[src/rtl/i2c_buserr_pkg.sv]
package i2c_buserr_pkg;
  typedef enum logic [1:0] {
    ROLE_NAS = 2'b00,
    ROLE_ASL = 2'b01,
    ROLE_MST = 2'b10,
    ROLE_RSV = 2'b11
  } role_e;

  function automatic logic role_active(role_e r);
    return (r == ROLE_ASL) || (r == ROLE_MST);
  endfunction
endpackage

[src/rtl/i2c_line_sync.sv]
module i2c_line_sync #(
  parameter int STAGES = 2
) (
  input  logic clk,
  input  logic rst,
  input  logic sda_i,
  input  logic scl_i,
  output logic start_o,
  output logic stop_o
);
  localparam int LINES = 2;
  logic [LINES-1:0] raw;
  logic [LINES-1:0] now;
  logic [LINES-1:0] prev;

  assign raw = {scl_i, sda_i};

  genvar g;
  generate
    for (g = 0; g < LINES; g++) begin : g_line
      logic [STAGES-1:0] shreg;
      logic              last;
      always_ff @(posedge clk) begin
        if (rst) begin
          shreg <= '1;
          last  <= 1'b1;
        end else begin
          shreg <= {shreg[STAGES-2:0], raw[g]};
          last  <= shreg[STAGES-1];
        end
      end
      assign now[g]  = shreg[STAGES-1];
      assign prev[g] = last;
    end
  endgenerate

  // index 0 = SDA, index 1 = SCL
  always_comb begin
    start_o = prev[0] & ~now[0] & now[1] & prev[1];
    stop_o  = ~prev[0] & now[0] & now[1] & prev[1];
  end
endmodule

[src/rtl/i2c_pos_check.sv]
module i2c_pos_check
  import i2c_buserr_pkg::*;
#(
  parameter int POS_W   = 4,
  parameter int ACK_POS = 8
) (
  input  logic             start_i,
  input  logic             stop_i,
  input  role_e            role_i,
  input  logic [POS_W-1:0] pos_i,
  output logic             err_o
);
  localparam logic [POS_W-1:0] LAST_POS = POS_W'(ACK_POS);

  logic in_frame;
  always_comb begin
    in_frame = (pos_i <= LAST_POS);
    err_o    = (start_i | stop_i) & in_frame & role_active(role_i);
  end
endmodule

[src/rtl/i2c_err_resp.sv]
module i2c_err_resp #(
  parameter int              STAT_W      = 8,
  parameter logic [STAT_W-1:0] IDLE_STATUS = 8'hF8,
  parameter logic [STAT_W-1:0] ERR_STATUS  = 8'h00
) (
  input  logic              clk,
  input  logic              rst,
  input  logic              err_i,
  input  logic              irq_clr,
  input  logic              xfer_req,
  input  logic              sda_lo_req,
  input  logic              scl_lo_req,
  output logic              abort_o,
  output logic              irq,
  output logic [STAT_W-1:0] status,
  output logic              sda_oe,
  output logic              scl_oe
);
  logic hold_q, hold_d;

  always_comb begin
    if (err_i)         hold_d = 1'b1;
    else if (xfer_req) hold_d = 1'b0;
    else               hold_d = hold_q;
  end

  always_ff @(posedge clk) begin
    if (rst) begin
      hold_q  <= 1'b0;
      abort_o <= 1'b0;
      irq     <= 1'b0;
      status  <= IDLE_STATUS;
      sda_oe  <= 1'b0;
      scl_oe  <= 1'b0;
    end else begin
      hold_q  <= hold_d;
      abort_o <= err_i;
      sda_oe  <= sda_lo_req & ~hold_d;
      scl_oe  <= scl_lo_req & ~hold_d;
      if (err_i) begin
        irq    <= 1'b1;
        status <= ERR_STATUS;
      end else if (irq_clr) begin
        irq    <= 1'b0;
        status <= IDLE_STATUS;
      end
    end
  end


  release_on_abort_chk: assert property (@(posedge clk) disable iff (rst)
    abort_o |-> (!sda_oe && !scl_oe));

  flag_on_abort_chk: assert property (@(posedge clk) disable iff (rst)
    abort_o |-> (irq && status == ERR_STATUS));

  irq_latched_chk: assert property (@(posedge clk) disable iff (rst)
    (irq && !irq_clr) |=> (irq && $stable(status)));

  stay_released_chk: assert property (@(posedge clk) disable iff (rst)
    (abort_o && !xfer_req) |=> (!sda_oe && !scl_oe));
endmodule

[src/rtl/i2c_buserr_guard.sv]
module i2c_buserr_guard
  import i2c_buserr_pkg::*;
#(
  parameter int                SYNC_STAGES = 2,
  parameter int                POS_W       = 4,
  parameter int                ACK_POS     = 8,
  parameter int                STAT_W      = 8,
  parameter logic [STAT_W-1:0] IDLE_STATUS = 8'hF8
) (
  input  logic              clk,
  input  logic              rst,
  input  logic              sda_i,
  input  logic              scl_i,
  input  logic [1:0]        role_i,
  input  logic [POS_W-1:0]  pos_i,
  input  logic              sda_lo_req,
  input  logic              scl_lo_req,
  input  logic              xfer_req,
  input  logic              irq_clr,
  output logic              abort_o,
  output logic              sda_oe,
  output logic              scl_oe,
  output logic              irq,
  output logic [STAT_W-1:0] status
);
  logic  start_w, stop_w, err_w;
  role_e role_w;

  assign role_w = role_e'(role_i);

  i2c_line_sync #(.STAGES(SYNC_STAGES)) u_sync (
    .clk(clk), .rst(rst), .sda_i(sda_i), .scl_i(scl_i),
    .start_o(start_w), .stop_o(stop_w)
  );

  i2c_pos_check #(.POS_W(POS_W), .ACK_POS(ACK_POS)) u_pos (
    .start_i(start_w), .stop_i(stop_w), .role_i(role_w), .pos_i(pos_i),
    .err_o(err_w)
  );

  i2c_err_resp #(.STAT_W(STAT_W), .IDLE_STATUS(IDLE_STATUS),
                 .ERR_STATUS('0)) u_resp (
    .clk(clk), .rst(rst), .err_i(err_w), .irq_clr(irq_clr),
    .xfer_req(xfer_req), .sda_lo_req(sda_lo_req), .scl_lo_req(scl_lo_req),
    .abort_o(abort_o), .irq(irq), .status(status),
    .sda_oe(sda_oe), .scl_oe(scl_oe)
  );


  role_gate_chk: assert property (@(posedge clk) disable iff (rst)
    abort_o |-> ($past(role_i) == 2'b01 || $past(role_i) == 2'b10));

  pos_gate_chk: assert property (@(posedge clk) disable iff (rst)
    abort_o |-> ($past(pos_i) <= POS_W'(ACK_POS)));
endmodule

[config.mk]
export PLATFORM = sky130hd
export DESIGN_NAME = i2c_buserr_guard
export DESIGN_NICKNAME = d
export VERILOG_FILES = /design/src/rtl/i2c_buserr_pkg.sv /design/src/rtl/i2c_line_sync.sv /design/src/rtl/i2c_pos_check.sv /design/src/rtl/i2c_err_resp.sv /design/src/rtl/i2c_buserr_guard.sv
export SDC_FILE = /design/constraint.sdc
export NUM_CORES = 1
export LEC_CHECK = 0
export ABC_CLOCK_PERIOD_IN_PS = 1740
export CAP_MARGIN = 25
export CORE_AREA = 2 2 39 41
export CTS_CLUSTER_DIAMETER = 40
export DETAILED_ROUTE_END_ITERATION = 10
export DIE_AREA = 0 0 41 43
export PLACE_DENSITY = 0.8
export SLEW_MARGIN = 5
export SYNTH_ARGS = -nofsm -noshare
export SYNTH_HDL_FRONTEND = slang
export SYNTH_SLANG_ARGS = --single-unit
[constraint.sdc]
create_clock -name clk -period 1.74 [get_ports clk]
set_clock_uncertainty 0.05 [all_clocks]
set_input_delay 0.261 -clock clk [delete_from_list [all_inputs] [get_ports clk]]
set_output_delay 0.261 -clock clk [all_outputs]
set_load 0.005 [all_outputs]
# Word level (Yosys, flattened, before mapping)

Cells that the tools add are included.

Magnitude comparators: 1
Eq/ne operators: 2
Mux-type cells: 6
Bitwise logic cells: 14
Reduce and logical (&&, ||, !) cells: 2

Operators with widths:

| operator                                              | number |
|---|---|
| 2-to-1 mux 8 bit                                      | 2 |
| AND 1 bit                                             | 10 |
| less-or-equal comparator 4 bit, second input constant | 1 |
| 2-to-1 mux 1 bit                                      | 4 |
| NOT 1 bit                                             | 3 |
| == test 2 x 1 -> 1 bit, second input constant         | 1 |
| == test 2 bit, second input constant                  | 1 |
| nonzero test 2 bit                                    | 1 |
| logical OR 1 bit                                      | 1 |
| OR 1 bit                                              | 1 |

Register bits after elaboration: 16
Input port bits: 14

# Longest topological paths before layout

Word-level depth: 10
Depth in mapped cells: 3

# Cells and area by module

A second synthesis with hierarchy kept.

Cell total of the unflattened synthesis: 42
Area, all modules: 456.7 µm²

Modules (own cells, without submodules):

| module        | times used | cells each | area each (µm²) | sequential area each (µm²) |
|---|---|---|---|---|
| i2c_err_resp  | 1          | 24         | 247.7           | 120.1 |
| i2c_line_sync | 1          | 14         | 177.7           | 120.1 |
| i2c_pos_check | 1          | 4          | 31.3            | 0.0 |

# Least setup slack after synthesis

No wires, ideal clock.

Path kind: in2reg
Start: in pos_i[1]
End: reg u_resp.status[6]
Library setup time: 114 ps
Arrival time: 822 ps
Data required time: 1576 ps
Path slack: 754 ps
Stages: 3
Buffers on the path: 0
Cell sequence: o31ai_2 nand4_1 a21o_1

Word-level cells in the longest chain between the ends: 4
Elaborated cells on any way between the ends: 5
Those cells by class: order compare: 1; mux: 1; bitwise: 2; reduce/logical: 1

RTL lines:

| item                                                          | RTL line               | source |
|---|---|---|
| start, declared                                               | i2c_buserr_guard.sv:15 | `input logic [POS_W-1:0] pos_i,` |
| less-or-equal comparator 4 bit (*)                            | i2c_pos_check.sv:17    | `in_frame = (pos_i <= LAST_POS);` |
| AND 1 bit (*) (2 in a row)                                    | i2c_pos_check.sv:18    | `err_o = (start_i \| stop_i) & in_frame & role_active(role_i);` |
| 2-to-1 mux 8 bit / nonzero test 2 bit (equally long branches) | n/a                    |  |
| end signal, assigned                                          | i2c_err_resp.sv:32     | `status <= IDLE_STATUS;` |
| end signal, assigned                                          | i2c_err_resp.sv:42     | `status <= ERR_STATUS;` |
| end signal, assigned                                          | i2c_err_resp.sv:45     | `status <= IDLE_STATUS;` |
| end, declared                                                 | i2c_err_resp.sv:15     | `output logic [STAT_W-1:0] status,` |

Every way passes the cells marked *; elsewhere a longest branch is shown, timed or not.
A chain may end at the register's enable or synchronous reset.

==> flow_summary.yaml <==
die:
  dieArea_um2: 1760
  rows: 14
  io_pins: 26
  die_w_um: 41
  start_util_pct: 32.4
  die_h_um: 43
  core_um2: 1380
synthesis:
  muxShareOfSynthArea_pct: 0
  synth-compound-area-share_pct: 7.82
  synthAdderAreaFrac_pct: 0
  synth_top_area_share_pct: 53.6
  synthCells: 42
  synth_common_cells: "12 x dfxtp_1, 7 x buf_4, 7 x or2_2"
  synth_warnings: 0
  yosysSeqAreaShare_pct: 53.6
  ys_top_cells_by_area: "dfxtp_1 54%, buf_4 12%, or2_2 9.8%"
  ys.flop_type: "dfxtp_1"
  yosys.area_share.simple_pct: 21.2
  avgSynthCellArea_um2: 10.7
  synth_seq_cells: 12
  synth-async-reset-ratio_pct: 0
  synth_enable_flop_cells: 0
  synth_xor_area_share_pct: 3.91
  synth_most_common_cell: "dfxtp_1"
  syn_area_um2: 448
  yosysTopAreaCell: "dfxtp_1"
  synth_cell_types: 17
  synth_top_family_by_area: "simple AND/OR/NAND/NOR gates"
setup_path:
  cp_max_fo: 6
  worstPathRequired_ns: 1.43
  path_buf_inv: 1
  criticalPathCategory: "flip-flop to output port"
  crit_slowest_cell: "clkdlybuf4s50_1"
  worstPathArrival_ns: 1.20
  cp-end-kind: "output port"
  max_stage_delay_ns: 0.53
  crit_path_cell_trace: "clkdlybuf4s50_1"
  critical_path.startpoint_type: "flip-flop"
  crit_family: "buffers and inverters"
route:
  vias: 334
  vias_per_cell: 4.28
  drt_iter0_markers: 0
  drc: 0
  ant_nets: 0
  wl_um: 730
  wire_per_inst_um: 9.36
  dr.pass1.iters: 1
min_path:
  worstHoldPathType: "flip-flop to flip-flop"
placement:
  placed_area_um2: 639
  portBuffers: 22
  place_hpwl_um: 582
  place_ws_ns: 0.252
  place_inst: 74
  globalplace.congestion: 0.677
power_and_ir_drop:
  finalPower_uw: 571
  ir_worst_vdd_mv: 0.445
  cellPowerDensity_nw_per_um2: 845
  p_leak_nw: 0.269
clocking:
  cts-hold-fix-buffers: 0
  h-tree-depth: 1
  cts-root-buf: "clkbuf_4"
  cts_buffers: 3
  clock_latency_ns: 0.27
  cts_setup_buffers: 0
  cts_resized: 0
  clk_pin_slew_worst_paths_ns: 0.07
  cts_tree: "built"
  cts.sinks: 12
  clockBufferDepth: 2
sta:
  tns_ns: 0
  hold_ws_ns: 0.366
  setup_viol: 0
  fin_crit_ns: 1.51
  worst_slack_ns: 0.231
  min_period_over_period_pct: 86.7
  slew_violations: 0
  hold_viol_final: 0
  rsz0062_at_grt: "no"
  fmax_mhz: 663
finish:
  synthToLayoutAreaGrowth_pct: 50.8
  final_cells: 78
  final_util_pct: 48.8
  drive_gt1_share_pct: 19.4
  diodes: 0
  nets: 77
  final_cell_area_um2: 676
status:
  status: "completed"
global_route:
  antenna_found_initial: 0
  grt.total_usage_pct: 11.2
  grt_max_degree: 13
  gr-total-overflow: 0
  grt_pass1_vias: 316
  grt_pass1_wl_um: 1170
run:
  drv_cap: 0
[cells by family after synthesis]
kind of cell / count (synthesis)
xor+xnor: 2
flops: 12
buf+inv: 8
simple gates: 15
compound gates: 4
other cells: 1
[report_power, final]
part	total, mW	switching, mW	internal (mW)
logic	0.0662	0.0193	0.0469
registers	0.288	0.00341	0.285
clock network	0.216	0.0892	0.127
[final timing paths]
kind / slack (ns) / endpoint / cells past startpoint / from
worst min-delay path: 0.37 / u_sync.g_line[1].shreg[1] / 1 / u_sync.g_line[1].shreg[0]
worst min register to register: 0.37 / u_sync.g_line[1].shreg[1] / 1 / u_sync.g_line[1].shreg[0]
worst max register to register: 0.68 / u_resp.sda_oe / 3 / u_sync.g_line[1].shreg[1]
worst max-delay path: 0.23 / status[5] / 1 / u_resp.status[6]
[cells in the final DEF (no fill, tap or decap)]
| master | instances |
|---|---|
| clkdlybuf4s50_1 | 22 |
| dfxtp_1 | 12 |
| or2_2 | 7 |
| conb_1 | 3 |
| clkbuf_4 | 3 |
| xor2_1 | 2 |
| nor3b_1 | 2 |
| and2_1 | 1 |
| o31ai_2 | 1 |
| nand4_1 | 1 |
| a21o_1 | 1 |
| nor2b_1 | 1 |
| a41o_1 | 1 |
| nand2b_1 | 1 |
| a21oi_1 | 1 |
| nor2_1 | 1 |
| and2b_1 | 1 |
| clkbuf_8 | 1 |
[final cells by class]
| type | instances | area, um^2 |
|---|---|---|
| well taps | 16 | 20.0 |
| flip-flops and latches | 12 | 240 |
| fillers | 140 | 708 |
| multi-input cells | 24 | 159 |
| clock buffers | 4 | 36.3 |
| repair buffers | 22 | 220 |
[sequential cells by signal, summed over array words and instances, names as in the netlist]
register and flops:
u_sync.g_line.shreg 4, u_sync.g_line.last 2, u_resp.abort_o 1, u_resp.hold_q 1, u_resp.irq 1, u_resp.scl_oe 1, u_resp.sda_oe 1, u_resp.status 1
[layer usage]
metal / track usage [%] / up-vias / part of all wire, %
met4: 8.00 / 0 / 0
li1: - / 166 / -
met1: 8.91 / 144 / 36
met2: 16.3 / 24 / 48
met3: 10.5 / 0 / 16
met5: 0 / - / 0
No activity file was read; power rests on OpenSTA's default activity.
